--- src/rtl/bcal_pkg.sv ---
package bcal_pkg;
  localparam int BYTE_W = 8;
  localparam int ADDR_W = 3;
  localparam int NUM_REGS = 7;

  typedef enum logic [ADDR_W-1:0] {
    SEL_SEC   = 3'd0,
    SEL_MIN   = 3'd1,
    SEL_HOUR  = 3'd2,
    SEL_DOW   = 3'd3,
    SEL_DATE  = 3'd4,
    SEL_MONTH = 3'd5,
    SEL_YEAR  = 3'd6,
    SEL_NONE  = 3'd7
  } reg_sel_e;

  // Bits that may hold a value in each byte, indexed by address
  localparam logic [BYTE_W-1:0] KEEP_MASK [NUM_REGS] =
    '{8'hFF, 8'h7F, 8'h7F, 8'h07, 8'h3F, 8'h1F, 8'hFF};

  function automatic logic [BYTE_W-1:0] bcd_next(input logic [BYTE_W-1:0] v);
    if (v[3:0] == 4'd9) return {v[7:4] + 4'd1, 4'd0};
    return {v[7:4], v[3:0] + 4'd1};
  endfunction

  // BCD year divisible by 4: even tens with units 0/4/8, odd tens with 2/6
  function automatic logic leap_year(input logic [BYTE_W-1:0] y);
    if (!y[4]) return (y[3:0] == 4'd0) || (y[3:0] == 4'd4) || (y[3:0] == 4'd8);
    return (y[3:0] == 4'd2) || (y[3:0] == 4'd6);
  endfunction

  function automatic logic [BYTE_W-1:0] month_end(input logic [BYTE_W-1:0] m,
                                                   input logic [BYTE_W-1:0] y);
    case (m)
      8'h02: return leap_year(y) ? 8'h29 : 8'h28;
      8'h04, 8'h06, 8'h09, 8'h11: return 8'h30;
      default: return 8'h31;
    endcase
  endfunction
endpackage

--- src/rtl/bcal_time_chain.sv ---
module bcal_time_chain
  import bcal_pkg::*;
(
  input  logic              clk,
  input  logic              rst_n,
  input  logic              step,
  input  logic              wr_sec,
  input  logic              wr_min,
  input  logic              wr_hour,
  input  logic [BYTE_W-1:0] wr_data,
  output logic [BYTE_W-1:0] sec_q,
  output logic [BYTE_W-1:0] min_q,
  output logic [BYTE_W-1:0] hour_q,
  output logic              day_carry
);
  logic              sec_wrap, min_wrap;
  logic [BYTE_W-1:0] sec_nx, min_nx, hour_nx;

  always_comb begin
    sec_wrap = step && (sec_q[6:0] == 7'h59);
    min_wrap = sec_wrap && (min_q == 8'h59);
    sec_nx   = sec_wrap ? {sec_q[7], 7'h00} : bcd_next(sec_q);
    min_nx   = (min_q == 8'h59) ? 8'h00 : bcd_next(min_q);
    hour_nx  = hour_q;
    day_carry = 1'b0;
    if (hour_q[6]) begin
      // 12-hour: bit5 PM, bits 4:0 hold 01..12
      if (hour_q[4:0] == 5'h12) begin
        hour_nx = {hour_q[7:5], 5'h01};
      end else if (hour_q[4:0] == 5'h11) begin
        hour_nx   = {hour_q[7:6], ~hour_q[5], 5'h12};
        day_carry = min_wrap && hour_q[5];
      end else begin
        hour_nx = {hour_q[7:5], 5'(bcd_next({3'd0, hour_q[4:0]}))};
      end
    end else begin
      if (hour_q[5:0] == 6'h23) begin
        hour_nx   = 8'h00;
        day_carry = min_wrap;
      end else begin
        hour_nx = bcd_next(hour_q);
      end
    end
  end

  always_ff @(posedge clk or negedge rst_n) begin
    if (!rst_n) begin
      sec_q  <= '0;
      min_q  <= '0;
      hour_q <= '0;
    end else begin
      if (wr_sec)        sec_q  <= wr_data & KEEP_MASK[SEL_SEC];
      else if (step)     sec_q  <= sec_nx;
      if (wr_min)        min_q  <= wr_data & KEEP_MASK[SEL_MIN];
      else if (sec_wrap) min_q  <= min_nx;
      if (wr_hour)       hour_q <= wr_data & KEEP_MASK[SEL_HOUR];
      else if (min_wrap) hour_q <= hour_nx;
    end
  end
endmodule

--- src/rtl/bcal_date_chain.sv ---
module bcal_date_chain
  import bcal_pkg::*;
(
  input  logic              clk,
  input  logic              rst_n,
  input  logic              day_step,
  input  logic              wr_dow,
  input  logic              wr_date,
  input  logic              wr_month,
  input  logic              wr_year,
  input  logic [BYTE_W-1:0] wr_data,
  output logic [BYTE_W-1:0] dow_q,
  output logic [BYTE_W-1:0] date_q,
  output logic [BYTE_W-1:0] month_q,
  output logic [BYTE_W-1:0] year_q
);
  logic month_step, year_step;

  always_comb begin
    month_step = day_step && (date_q == month_end(month_q, year_q));
    year_step  = month_step && (month_q == 8'h12);
  end

  always_ff @(posedge clk or negedge rst_n) begin
    if (!rst_n) begin
      dow_q   <= 8'h01;
      date_q  <= 8'h01;
      month_q <= 8'h01;
      year_q  <= 8'h00;
    end else begin
      if (wr_dow)          dow_q   <= wr_data & KEEP_MASK[SEL_DOW];
      else if (day_step)   dow_q   <= (dow_q == 8'h07) ? 8'h01 : dow_q + 8'h01;
      if (wr_date)         date_q  <= wr_data & KEEP_MASK[SEL_DATE];
      else if (day_step)   date_q  <= month_step ? 8'h01 : bcd_next(date_q);
      if (wr_month)        month_q <= wr_data & KEEP_MASK[SEL_MONTH];
      else if (month_step) month_q <= year_step ? 8'h01 : bcd_next(month_q);
      if (wr_year)         year_q  <= wr_data & KEEP_MASK[SEL_YEAR];
      else if (year_step)  year_q  <= (year_q == 8'h99) ? 8'h00 : bcd_next(year_q);
    end
  end
endmodule

--- src/rtl/bcal_core.sv ---
module bcal_core
  import bcal_pkg::*;
(
  input  logic              clk,
  input  logic              rst_n,
  input  logic              tick_1hz,
  input  logic              wr_en,
  input  logic [ADDR_W-1:0] wr_addr,
  input  logic [BYTE_W-1:0] wr_data,
  output logic [BYTE_W-1:0] sec_o,
  output logic [BYTE_W-1:0] min_o,
  output logic [BYTE_W-1:0] hour_o,
  output logic [BYTE_W-1:0] dow_o,
  output logic [BYTE_W-1:0] date_o,
  output logic [BYTE_W-1:0] month_o,
  output logic [BYTE_W-1:0] year_o,
  output logic              presc_restart
);
  logic [NUM_REGS-1:0] wr_hit;
  logic                step, day_carry;

  for (genvar i = 0; i < NUM_REGS; i++) begin : g_dec
    assign wr_hit[i] = wr_en && (wr_addr == ADDR_W'(i));
  end

  // A seconds write restarts the second, so it swallows a coincident tick
  assign step = tick_1hz && !sec_o[7] && !wr_hit[SEL_SEC];

  bcal_time_chain u_time (
    .clk      (clk),
    .rst_n    (rst_n),
    .step     (step),
    .wr_sec   (wr_hit[SEL_SEC]),
    .wr_min   (wr_hit[SEL_MIN]),
    .wr_hour  (wr_hit[SEL_HOUR]),
    .wr_data  (wr_data),
    .sec_q    (sec_o),
    .min_q    (min_o),
    .hour_q   (hour_o),
    .day_carry(day_carry)
  );

  bcal_date_chain u_date (
    .clk     (clk),
    .rst_n   (rst_n),
    .day_step(day_carry),
    .wr_dow  (wr_hit[SEL_DOW]),
    .wr_date (wr_hit[SEL_DATE]),
    .wr_month(wr_hit[SEL_MONTH]),
    .wr_year (wr_hit[SEL_YEAR]),
    .wr_data (wr_data),
    .dow_q   (dow_o),
    .date_q  (date_o),
    .month_q (month_o),
    .year_q  (year_o)
  );

  always_ff @(posedge clk or negedge rst_n) begin
    if (!rst_n) presc_restart <= 1'b0;
    else        presc_restart <= wr_hit[SEL_SEC];
  end
endmodule

--- config.mk ---
export PLATFORM = sky130hd
export DESIGN_NAME = bcal_core
export DESIGN_NICKNAME = d
export VERILOG_FILES = /design/src/rtl/bcal_pkg.sv /design/src/rtl/bcal_time_chain.sv /design/src/rtl/bcal_date_chain.sv /design/src/rtl/bcal_core.sv
export SDC_FILE = /design/constraint.sdc
export NUM_CORES = 1
export LEC_CHECK = 0
export ABC_AREA = 1
export BUFFER_PORTS_ARGS = -buffer_cell sky130_fd_sc_hd__buf_2
export CAP_MARGIN = 20
export CORE_MARGIN = 3
export CORE_UTILIZATION = 40
export DETAILED_ROUTE_END_ITERATION = 6
export HOLD_SLACK_MARGIN = 0.12
export PLACE_DENSITY = 0.73
export SYNTH_ARGS = -nofsm -noshare
export SYNTH_HDL_FRONTEND = slang
export SYNTH_SLANG_ARGS = --single-unit
--- constraint.sdc ---
create_clock -name clk -period 2.12 [get_ports clk]
set_clock_uncertainty 0.1 [all_clocks]
set_input_delay 0.212 -clock clk [delete_from_list [all_inputs] [get_ports clk]]
set_output_delay 0.212 -clock clk [all_outputs]
set_load 0.02 [all_outputs]
==> results.ini <==
[final_layout]
antenna_cells = 0
fillers = 895
multi_input_area_um2 = 2260
fin_area_um2 = 4930
stdcell_count = 779
area_growth_pct = 26.3
seq_area_um2 = 1430
nNetsFinal = 681
drive_above_1_share = 0.245

[critical_path]
ff2ff_path_depth = 13
rr_startpoint = u_time.sec_q[5]
critPathCaptureType = flip-flop
worstPathCellList = inv_1 > ha_1 > nand2_2 > nor2_4 > nand3_4 > nor2_4 > nand2_4 > nor3_4 > nand3_2 > nand2_4 > buf_6 > nand2_1 > o21ai_1
crit_family = simple AND/OR/NAND/NOR gates
r2r_slack_ns = 0.02
cpMaxStageDelayCell = dfrtp_1
cp_data_arrival_time_ns = 2.27
crit_cells = 13
criticalPathCategory = flip-flop to flip-flop
cp_max_fo = 8
r2r-end = u_date.year_q[1]
start_kind = flip-flop
crit_buf_inv = 2
crit_required_ns = 2.29
slowest_delay_ns = 0.38

[timing]
hold_viol = 0
finalWorstSetupSlack_ns = 0.0241
tightest_slew_ns = 0.514
fmax_mhz = 477
rsz0062_at_grt = true
setup_tns_ns = 0
setup_viol = 0
fin_crit_sh = 0.989
maxSlewViolCount = 0
fin_crit_ns = 2.10
holdWs_ns = 0.126
slew_headroom = 0.656

[clock_tree]
cts_max_path_buffers = 2
htreeDepth = 3
clk_pin_slew_ns = 0.06
cts_tree = yes
numCtsBuffers = 9
clock_latency_ns = 0.35
clock-sinks = 57
cts-root-buf = clkbuf_8

[detailed_routing]
wl_um = 10800
first_pass_iters = 5
drc = 0
viasPerCell = 5.21
drtIter0Drc = 236
drtAntennaViolNets = 0
route.vias.total = 4059
wl_per_cell_um = 13.8

[placement]
port_buffers = 71
placed_cells = 755
gp_congestion = 0.917
dpl_worst_slack_ns = 0.00755
placed_area_um2 = 4550
detailed_place_hpwl_um = 7960

[min_path]
hold_depth = 3
hold_path_end = u_time.min_q[4]
hold_start = wr_data[4]
hold_path_class = input pin to flip-flop

[logic_synthesis]
synthAdderAreaFrac = 0.0609
netlist_area_um2 = 3900
yosys_most_used_dff = dfrtp_1
avgSynthCellArea_um2 = 7.24
synth-seq-cells = 57
seq_area_frac_synth = 0.367
netlist_top_cells_area = dfrtp_1 35%, nand2_1 12%, inv_1 7.0%
synth_compound_area_frac = 0.133
synth_top_area_share = 0.346
muxShareOfSynthArea = 0
ys.warnings.count = 0
synth_cells = 539
synth_xor_area_frac = 0.0382
synth-edff-count = 0
synthArstFlopShare = 1.00
yosysTopAreaCell = dfrtp_1
synth_top_family_by_area = simple AND/OR/NAND/NOR gates
synth_cell_types = 36
syn-num-nets = 573
synthSimpleGateAreaFrac = 0.317

[grt]
grt_pass1_wl_um = 17700
grt_overflow = 0
grt_max_degree = 58
antenna_found_initial = 0
grt.total_usage = 0.197
grt_pass1_vias = 3786

[die]
fp.dieH_um = 105
ioPinCount = 72
die-area_um2 = 11000
rows = 35
die_w_um = 105
design.core.area_um2 = 9370
initial_core_util = 0.416

[outcome]
outcome = completed

[flow_run]
drv_cap = 0

[power]
p_leak_uw = 0.00256
ir_drop_mv = 0.560
cellPowerDensity_nw_per_um2 = 965

## state kept, by name (all words and copies together) (netlist names)
name / count
u_date.date_q: 8
u_date.dow_q: 8
u_date.month_q: 8
u_date.year_q: 8
u_time.hour_q: 8
u_time.min_q: 8
u_time.sec_q: 8
presc_restart: 1
## through the flow
| stage | total power, µW | utilization |
|---|---|---|
| 3_3_place_gp | 3680 | 0.486 |
| 4_1_cts | 4650 | 0.509 |
| 3_5_place_dp | 3740 | 0.486 |
| 5_1_grt | 5120 | 0.526 |
| 2_1_floorplan | 3030 | - |
| 6_report | 4750 | 0.526 |
## placed cells by master, fill, tap and decap left out, types with 11 or more instances in the layout
| master | synthesis | routed |
|---|---|---|
| buf_4 | 1 | 22 |
| nand3_1 | 46 | 44 |
| nand2_2 | 6 | 11 |
| nand2_1 | 128 | 119 |
| dfrtp_1 | 54 | 54 |
| buf_2 | 0 | 71 |
| inv_1 | 73 | 73 |
| xor2_1 | 13 | 13 |
| nor2_1 | 54 | 51 |
| o21ai_0 | 26 | 24 |
| o22ai_1 | 17 | 17 |
| ha_1 | 19 | 18 |
| clkbuf_8 | 0 | 11 |
| a21oi_1 | 15 | 14 |
## synthesized netlist by cell type, types with 2 or more instances
master	n
a21oi_1	15
a31oi_1	6
clkbuf_1	2
dfrtp_1	54
dfstp_2	3
ha_1	19
inv_1	73
inv_2	7
nand2_1	128
nand2_2	6
nand2_4	3
nand3_1	46
nand3_2	2
nand4_1	9
nor2_1	54
nor2_2	6
nor2_4	4
nor3_1	8
nor3b_1	2
o211ai_1	3
o21a_1	2
o21ai_0	26
o21ai_1	9
o221ai_1	8
o22ai_1	17
or2_2	2
xnor2_1	4
xor2_1	13
## layout make-up
cell class                      count  share of cell area
Clock buffer                       14              0.0330
Inverter                           81              0.0617
Multi-Input combinational cell    397               0.458
Sequential cell                    57               0.290
Tap cell                          129              0.0328
Timing Repair Buffer              101               0.124
## kinds of logic after synthesis
logic type | after synthesis
xor+xnor | 17
flops | 57
simple gates | 273
compound gates | 88
buf+inv | 85
fa+ha+maj | 19
## what timing repair did
action / in CTS / in global routing
buffers inserted: 0 / 5
hold buffers: 5 / 0
setup endpoints to repair: 0 / 31
gates resized for setup: 0 / 33
hold endpoints to repair: 63 / 0
## worst reg2reg max path, stage by stage, from the launching register on
cell and delay, ns:
dfrtp_1 0.38, inv_1 0.07, ha_1 0.16, nand2_2 0.07, nor2_4 0.15, nand3_4 0.10, nor2_4 0.17, nand2_4 0.10
nor3_4 0.21, nand3_2 0.13, nand2_4 0.12, buf_6 0.14, nand2_1 0.05, o21ai_1 0.07
## report_power, final
| group | total, µW | switching [µW] | internal [µW] |
|---|---|---|---|
| sequential | 1750 | 366 | 1380 |
| combinational | 2110 | 1310 | 796 |
| clock | 897 | 421 | 476 |
## layer usage
layer	routed length, µm	GRT usage	vias to the layer above
met5	0	0	-
met1	4640	0.250	1911
li1	-	-	2001
met4	237	0.0740	0
met2	5220	0.332	120
met3	655	0.0364	27
## worst max path at each step
stage,slack [ns],from,end
finish,0.02,u_time.sec_q[5],u_date.year_q[1]
floorplan,0.14,u_time.sec_q[4],u_date.date_q[4]
detailed placement,0.008,u_time.sec_q[5],u_date.year_q[2]
global placement,0.11,u_date.month_q[4],u_date.year_q[5]
CTS,0.007,u_time.sec_q[5],u_date.year_q[1]
global route,-0.13,u_time.sec_q[1],u_date.year_q[7]
No activity file was read; power rests on OpenSTA's default activity.
